<file path="src/rtl/fccmp_pkg.sv">
package fccmp_pkg;
  localparam int INSTR_W = 32;
  localparam int REG_W   = 64;
  localparam int FLAG_W  = 4;
  localparam int NUM_FMT = 3;

  typedef enum logic [1:0] {
    FT_SINGLE = 2'b00,
    FT_DOUBLE = 2'b01,
    FT_RSVD   = 2'b10,
    FT_HALF   = 2'b11
  } ftype_e;

  typedef struct packed {
    ftype_e              ftype;
    logic [4:0]          src_m;
    logic [3:0]          cond;
    logic [4:0]          src_n;
    logic [FLAG_W-1:0]   imm;
  } ccmp_fields_t;

  typedef struct packed {
    logic lt;
    logic eq;
    logic gt;
    logic unord;
    logic snan;
  } cmp_res_t;

  // format index 0 = half, 1 = single, 2 = double
  function automatic int fmt_exp_w(int idx);
    case (idx)
      0:       return 5;
      1:       return 8;
      default: return 11;
    endcase
  endfunction

  function automatic int fmt_frac_w(int idx);
    case (idx)
      0:       return 10;
      1:       return 23;
      default: return 52;
    endcase
  endfunction

  function automatic logic [1:0] ftype_to_idx(ftype_e ft);
    case (ft)
      FT_HALF:   return 2'd0;
      FT_SINGLE: return 2'd1;
      default:   return 2'd2;
    endcase
  endfunction

  // flag order: [3]=N [2]=Z [1]=C [0]=V
  function automatic logic cond_holds(logic [3:0] cond, logic [FLAG_W-1:0] f);
    logic base;
    case (cond[3:1])
      3'b000: base = f[2];
      3'b001: base = f[1];
      3'b010: base = f[3];
      3'b011: base = f[0];
      3'b100: base = f[1] & ~f[2];
      3'b101: base = (f[3] == f[0]);
      3'b110: base = ~f[2] & (f[3] == f[0]);
      default: base = 1'b1;
    endcase
    if (cond[0] && cond != 4'b1111) return ~base;
    return base;
  endfunction

  function automatic logic [FLAG_W-1:0] cmp_to_nzcv(cmp_res_t r);
    if (r.unord)   return 4'b0011;
    else if (r.lt) return 4'b1000;
    else if (r.eq) return 4'b0110;
    return 4'b0010;
  endfunction
endpackage

</file>
<file path="src/rtl/fcc_decode.sv">
module fcc_decode
  import fccmp_pkg::*;
(
  input  logic [INSTR_W-1:0] instr,
  input  logic               half_en,
  output ccmp_fields_t       fields,
  output logic               undef
);
  logic fmt_match;

  always_comb begin
    fmt_match = (instr[31:24] == 8'b0001_1110) && instr[21]
              && (instr[11:10] == 2'b01) && !instr[4];
    fields.ftype = ftype_e'(instr[23:22]);
    fields.src_m = instr[20:16];
    fields.cond  = instr[15:12];
    fields.src_n = instr[9:5];
    fields.imm   = instr[3:0];
    undef = !fmt_match
          || (fields.ftype == FT_RSVD)
          || (fields.ftype == FT_HALF && !half_en);
  end
endmodule

</file>
<file path="src/rtl/fcc_cond.sv">
module fcc_cond
  import fccmp_pkg::*;
(
  input  logic [3:0]        cond,
  input  logic [FLAG_W-1:0] flags,
  output logic              pass
);
  always_comb pass = cond_holds(cond, flags);
endmodule

</file>
<file path="src/rtl/fcc_fpcmp.sv">
module fcc_fpcmp
  import fccmp_pkg::*;
#(
  parameter  int EXP_W  = 8,
  parameter  int FRAC_W = 23,
  localparam int W      = 1 + EXP_W + FRAC_W
) (
  input  logic [W-1:0] a,
  input  logic [W-1:0] b,
  output cmp_res_t     res
);
  function automatic logic is_nan(logic [W-1:0] x);
    return (&x[W-2:FRAC_W]) && (|x[FRAC_W-1:0]);
  endfunction

  function automatic logic is_snan(logic [W-1:0] x);
    return is_nan(x) && !x[FRAC_W-1];
  endfunction

  // signed-magnitude ordering for non-NaN, non-equal operands
  function automatic logic ordered_less(logic [W-1:0] x, logic [W-1:0] y);
    if (x[W-1] != y[W-1]) return x[W-1];
    if (x[W-1])           return x[W-2:0] > y[W-2:0];
    return x[W-2:0] < y[W-2:0];
  endfunction

  logic both_zero;

  always_comb begin
    both_zero = ~|a[W-2:0] && ~|b[W-2:0];
    res.unord = is_nan(a) || is_nan(b);
    res.snan  = is_snan(a) || is_snan(b);
    res.eq    = !res.unord && (both_zero || a == b);
    res.lt    = !res.unord && !res.eq && ordered_less(a, b);
    res.gt    = !res.unord && !res.eq && !res.lt;
  end
endmodule

</file>
<file path="src/rtl/fp_ccmp_unit.sv">
module fp_ccmp_unit
  import fccmp_pkg::*;
(
  input  logic               clk,
  input  logic               rst_n,
  input  logic               in_valid,
  input  logic [31:0]        instr,
  input  logic [63:0]        opa,
  input  logic [63:0]        opb,
  input  logic [3:0]         flags_in,
  input  logic               half_en,
  output logic               out_valid,
  output logic [3:0]         flags_out,
  output logic               invalid_op,
  output logic               undef_op
);
  ccmp_fields_t      dec_fields;
  logic              dec_undef;
  logic              cond_pass;
  cmp_res_t          fmt_res [NUM_FMT];
  cmp_res_t          cmp_sel;
  logic [1:0]        fmt_idx;
  logic              issue_cmp;
  logic [FLAG_W-1:0] nxt_flags;
  logic              nxt_inv;

  fcc_decode u_decode (
    .instr   (instr),
    .half_en (half_en),
    .fields  (dec_fields),
    .undef   (dec_undef)
  );

  fcc_cond u_cond (
    .cond  (dec_fields.cond),
    .flags (flags_in),
    .pass  (cond_pass)
  );

  for (genvar gi = 0; gi < NUM_FMT; gi++) begin : g_fmt
    localparam int EW = fmt_exp_w(gi);
    localparam int FW = fmt_frac_w(gi);
    localparam int OW = 1 + EW + FW;
    fcc_fpcmp #(.EXP_W(EW), .FRAC_W(FW)) u_cmp (
      .a   (opa[OW-1:0]),
      .b   (opb[OW-1:0]),
      .res (fmt_res[gi])
    );
  end

  always_comb begin
    fmt_idx   = ftype_to_idx(dec_fields.ftype);
    cmp_sel   = fmt_res[fmt_idx];
    issue_cmp = !dec_undef && cond_pass;
    nxt_flags = flags_in;
    nxt_inv   = 1'b0;
    if (!dec_undef) begin
      if (cond_pass) begin
        nxt_flags = cmp_to_nzcv(cmp_sel);
        nxt_inv   = cmp_sel.snan;
      end else begin
        nxt_flags = dec_fields.imm;
      end
    end
  end

  always_ff @(posedge clk) begin
    if (!rst_n) begin
      out_valid  <= 1'b0;
      flags_out  <= '0;
      invalid_op <= 1'b0;
      undef_op   <= 1'b0;
    end else begin
      out_valid <= in_valid;
      if (in_valid) begin
        flags_out  <= nxt_flags;
        invalid_op <= nxt_inv;
        undef_op   <= dec_undef;
      end
    end
  end


  valid_follows_chk: assert property (@(posedge clk) disable iff (!rst_n)
    in_valid |=> out_valid);

  valid_single_chk: assert property (@(posedge clk) disable iff (!rst_n)
    !in_valid |=> !out_valid);

  idle_hold_chk: assert property (@(posedge clk) disable iff (!rst_n)
    !in_valid |=> $stable({flags_out, invalid_op, undef_op}));

  undef_passthru_chk: assert property (@(posedge clk) disable iff (!rst_n)
    (in_valid && dec_undef) |=> (undef_op && !invalid_op && flags_out == $past(flags_in)));

  cond_fail_imm_chk: assert property (@(posedge clk) disable iff (!rst_n)
    (in_valid && !dec_undef && !cond_pass) |=>
      (flags_out == $past(dec_fields.imm) && !invalid_op));

  cmp_onehot_chk: assert property (@(posedge clk) disable iff (!rst_n)
    issue_cmp |-> $onehot({cmp_sel.lt, cmp_sel.eq, cmp_sel.gt, cmp_sel.unord}));

  invalid_unord_chk: assert property (@(posedge clk) disable iff (!rst_n)
    (out_valid && invalid_op) |-> (flags_out == 4'b0011 && !undef_op));

  snan_is_unord_chk: assert property (@(posedge clk) disable iff (!rst_n)
    (issue_cmp && cmp_sel.snan) |-> cmp_sel.unord);
endmodule

</file>
<file path="config.mk">
export PLATFORM = sky130hd
export DESIGN_NAME = fp_ccmp_unit
export DESIGN_NICKNAME = d
export VERILOG_FILES = /design/src/rtl/fccmp_pkg.sv /design/src/rtl/fcc_decode.sv /design/src/rtl/fcc_cond.sv /design/src/rtl/fcc_fpcmp.sv /design/src/rtl/fp_ccmp_unit.sv
export SDC_FILE = /design/constraint.sdc
export NUM_CORES = 1
export LEC_CHECK = 0
export BUFFER_PORTS_ARGS = -buffer_cell sky130_fd_sc_hd__buf_2
export CAP_MARGIN = 40
export CORE_MARGIN = 1
export CORE_UTILIZATION = 30
export DETAILED_ROUTE_END_ITERATION = 10
export MAX_ROUTING_LAYER = met4
export PLACE_DENSITY = 0.6
export SLEW_MARGIN = 15
export SYNTH_ARGS = -nofsm -noshare
export SYNTH_HDL_FRONTEND = slang
export SYNTH_SLANG_ARGS = --single-unit
export TNS_END_PERCENT = 50
</file>
<file path="constraint.sdc">
create_clock -name clk -period 2.5 [get_ports clk]
set_input_delay 0.5 -clock clk [delete_from_list [all_inputs] [get_ports clk]]
set_output_delay 0.5 -clock clk [all_outputs]
set_load 0.03 [all_outputs]
</file>
==> results.txt <==
----------------------------------------------------
[Status]
  Outcome ... complete, no violations

[Synth]
  Count of different cell masters after synthesis ... 56
  Post-Syn Area ... between 2000 and 3000 um^2
  Number of warnings reported in the yosys synthesis log ... 0
  Cell count after synthesis ... just over 400
  Synth Area per Inst ... approximately 7 um^2
  Fraction of synthesis flops using an asynchronous set or reset pin ... 0%
  Synthesized flop and latch total ... 7
  Most used DFF post-synth ... dfxtp_1
  Sequential fraction of the synthesis area ... 4.88%
  Post-synth EDFFs ... 0
  Mapped Nets ... approximately 640

[GRT]
  Antenna violations before repair ... 0
  GRT Residual Overflow ... 0
  Vias in the first global route ... 3923
  Pin count of the biggest net entering global routing ... 14
  Tot GR Track Use ... slightly above 20%
  Wire length of the first global-routing pass ... roughly 16000 um

[Clock tree]
  Clock sinks ... 7
  Clock Tree Buf Depth ... 2
  Later-pin clock latency in the skew report ... about 230 ps
  TritonCTS clock tree ... done
  Cts bufs inserted ... 3
  Register clock-pin slew on the reported worst setup and hold paths ... 40 ps
  Maximum level of the CTS H-tree ... 1
  Number of hold buffers added after cts ... 0
  Clk Tree Root Cell ... clkbuf_8

[Timing]
  Final worst path period share ... between 90% and 100%
  Number of failing hold endpoints at the final stage ... 0
  Layout Skew ... 0 ps
  Fmax ... between 0.4 and 0.5 GHz
  Max_slew headroom ... a little over two thirds
  Transition time at the pin with the least slew margin ... 435 ps
  Count of endpoints failing setup in the final report ... 0
  Worst slack on hold paths ... around 460 ps
  Final critical path time including I/O delays and setup ... ~2400 ps
  Final count of pins violating max slew ... 0
  Setup repair after global routing missed its margin ... true

[Worst setup path]
  Worst setup path end ... flags_out[3]
  Startpoint type of the worst setup path ... primary input
  Signal arrival time at the worst endpoint ... 2620 ps
  Launching element of the worst setup path ... opa[0]
  Reg-to-Reg Start ... flags_out[3]
  Capturing element type of the critical path ... flip-flop
  R2R depth ... 3
  Worst Path Required ... 2670 ps
  Type of the setup path with the least slack ... in -> reg
  Register-to-register setup slack ... between 1500 and 2000 ps
  Critical Path Fanout Max ... 2
  Capture point of the worst reg-to-reg path ... flags_out[3]

[Run]
  Count of maximum capacitance violations ... 0

[Routing]
  Routed WL ... approximately 11000 um
  DRC Markers ... 0
  Vias per cell ... slightly above 5
  Total number of vias ... 4011
  ANT nets after route ... 0
  Detailed-routing iteration count for the pre-antenna-repair pass ... 4
  Avg WL per Cell ... 13.5 um
  Drt initial violations ... 60

[Floorplanning]
  Standard-cell rows ... 35
  Die footprint ... roughly 10000 um^2
  Core box area ... between 9000 and 10000 um^2
  Die width ... approximately 100 um
  Height of the chip ... 99.8 um
  Starting density of the core ... between 30 and 40%
  Total I/O pin count ... around 180

[Power]
  Net load switching power ... a little under 400 uW
  Clk pwr share ... around 16%
  Logic gate share of total power ... ~71%
  Static leakage ... between 0.002 and 0.003 uW
  Worst IR drop on VDD ... 0.116 mV
  Net switching fraction of the power ... 40.6%
  Int Pwr ... roughly 580 uW
  Power density over the cells ... ~200 nW/um^2
  Part of the power in registers ... between 10% and 20%

[Placed design]
  Placed Cells ... about 780
  DP Wirelength ... 9230 um
  Input/output buffers ... ~160
  RePlAce Congestion ... ~0.86

[Final layout]
  Final cell count without fillers ... roughly 800
  Fill cells ... slightly above 900
  Post-synthesis to final-layout area growth ... 70.3%
  Net total in the final layout ... approximately 900
  Most frequent cells in the layout ... buf_2 (155), buf_4 (88), inv_1 (68)
  Most common library cell in the layout ignoring fill and taps ... buf_2
  Total inserted antenna cells ... 0
  Layout cells sized above 1 ... between 40 and 50%

[Hold path]
  Class of the tightest hold or removal check ... reg -> reg

----------------------------------------------------
-- sequential cells by signal (all words and copies together), names as in the netlist --
register	cells
flags_out	4
invalid_op	1
out_valid	1
undef_op	1
-- worst min-delay path by stage --
stage                      end  cells past startpoint  startpoint  slack, ps
floorplan           invalid_op                      2  invalid_op        580
global placement    invalid_op                      2  invalid_op        450
detailed placement  invalid_op                      2  invalid_op        460
CTS                 invalid_op                      2  invalid_op        460
global route        invalid_op                      2  invalid_op        510
finish              invalid_op                      2  invalid_op        460
-- Yosys cell counts, types with 3 or more instances --
master | count | area share, %
nor4_1 | 28 | 6.1
and3_1 | 4 | 0.87
nand2_1 | 32 | 4.2
nor2_1 | 19 | 2.5
a211oi_1 | 4 | 1.0
o21ai_0 | 18 | 3.1
nor4b_1 | 3 | 0.92
inv_1 | 74 | 9.7
a31oi_1 | 3 | 0.65
clkbuf_1 | 3 | 0.39
nand4_1 | 28 | 6.1
nand3_1 | 12 | 2.1
o2111ai_1 | 4 | 1.2
a21oi_1 | 34 | 5.9
nand3b_1 | 3 | 0.78
o211ai_1 | 3 | 0.78
dfxtp_1 | 7 | 4.9
nor3_1 | 9 | 1.6
ha_1 | 66 | 29
and4_1 | 3 | 0.92
o31ai_1 | 4 | 1.0
-- layer usage --
metal	up-vias	part of all wire (%)	track usage (%)	routed length, um
li1	2058	-	-	-
met1	1789	45	25.1	4780
met2	134	48	35.8	5120
met3	30	4.7	1.46	501
met4	0	2.8	7.01	300
met5	-	0	-	0
-- power by group through the flow --
stage	clock network (uW)	logic, uW	registers, uW
floorplan	0	265	141
finish	159	694	124
CTS	162	628	124
global placement	0	603	125
detailed placement	0	620	125
global route	170	774	125
-- cell families (layout without fill, tap and decap cells) --
kind of cell	after synthesis	count (layout)	share of synthesized area, %
AND/OR/NAND/NOR	159	159	32.3
buffers and inverters	77	329	10.1
multiplexers	2	2	1.13
AO/OA/AOI/OAI	95	95	21.6
flip-flops	7	7	4.88
XOR/XNOR	4	4	1.22
adder cells (fa/ha/maj)	66	66	28.8
-- layout make-up --
type,instances,area [um^2],area share [%]
Clock buffer,4,45.0,0.922
Sequential cell,7,140,2.87
Multi-Input combinational cell,326,2720,55.6
Tap cell,129,161,3.30
Timing Repair Buffer,251,1540,31.5
Inverter,74,285,5.84
-- per-stage QoR --
stage	TNS [ps]	util, %	setup WS (ps)	area [um^2]	total power, uW
global placement	-567	48.1	-228	4450	728
detailed placement	-705	48.1	-301	4450	745
finish	0	52.9	52.3	4890	976
floorplan	0	-	41.5	2870	406
CTS	0	48.9	7.45	4520	913
global route	-190	52.9	-101	4890	1070
-- worst max-delay path, cell delays in order --
cell and delay [ps]:
buf_2 100, nor4_1 380, nand3_1 220, nor4_4 350, a2111o_2 210, nand2_2 50
or4_4 430, a211oi_2 210, a221o_1 160
-- timing repair --
item / in CTS / in global routing
pin swaps: 1 / 31
gates resized for setup: 4 / 63
setup buffers: 1 / 5
endpoints found under the setup margin: 2 / 3
No activity file was read; power rests on OpenSTA's default activity.
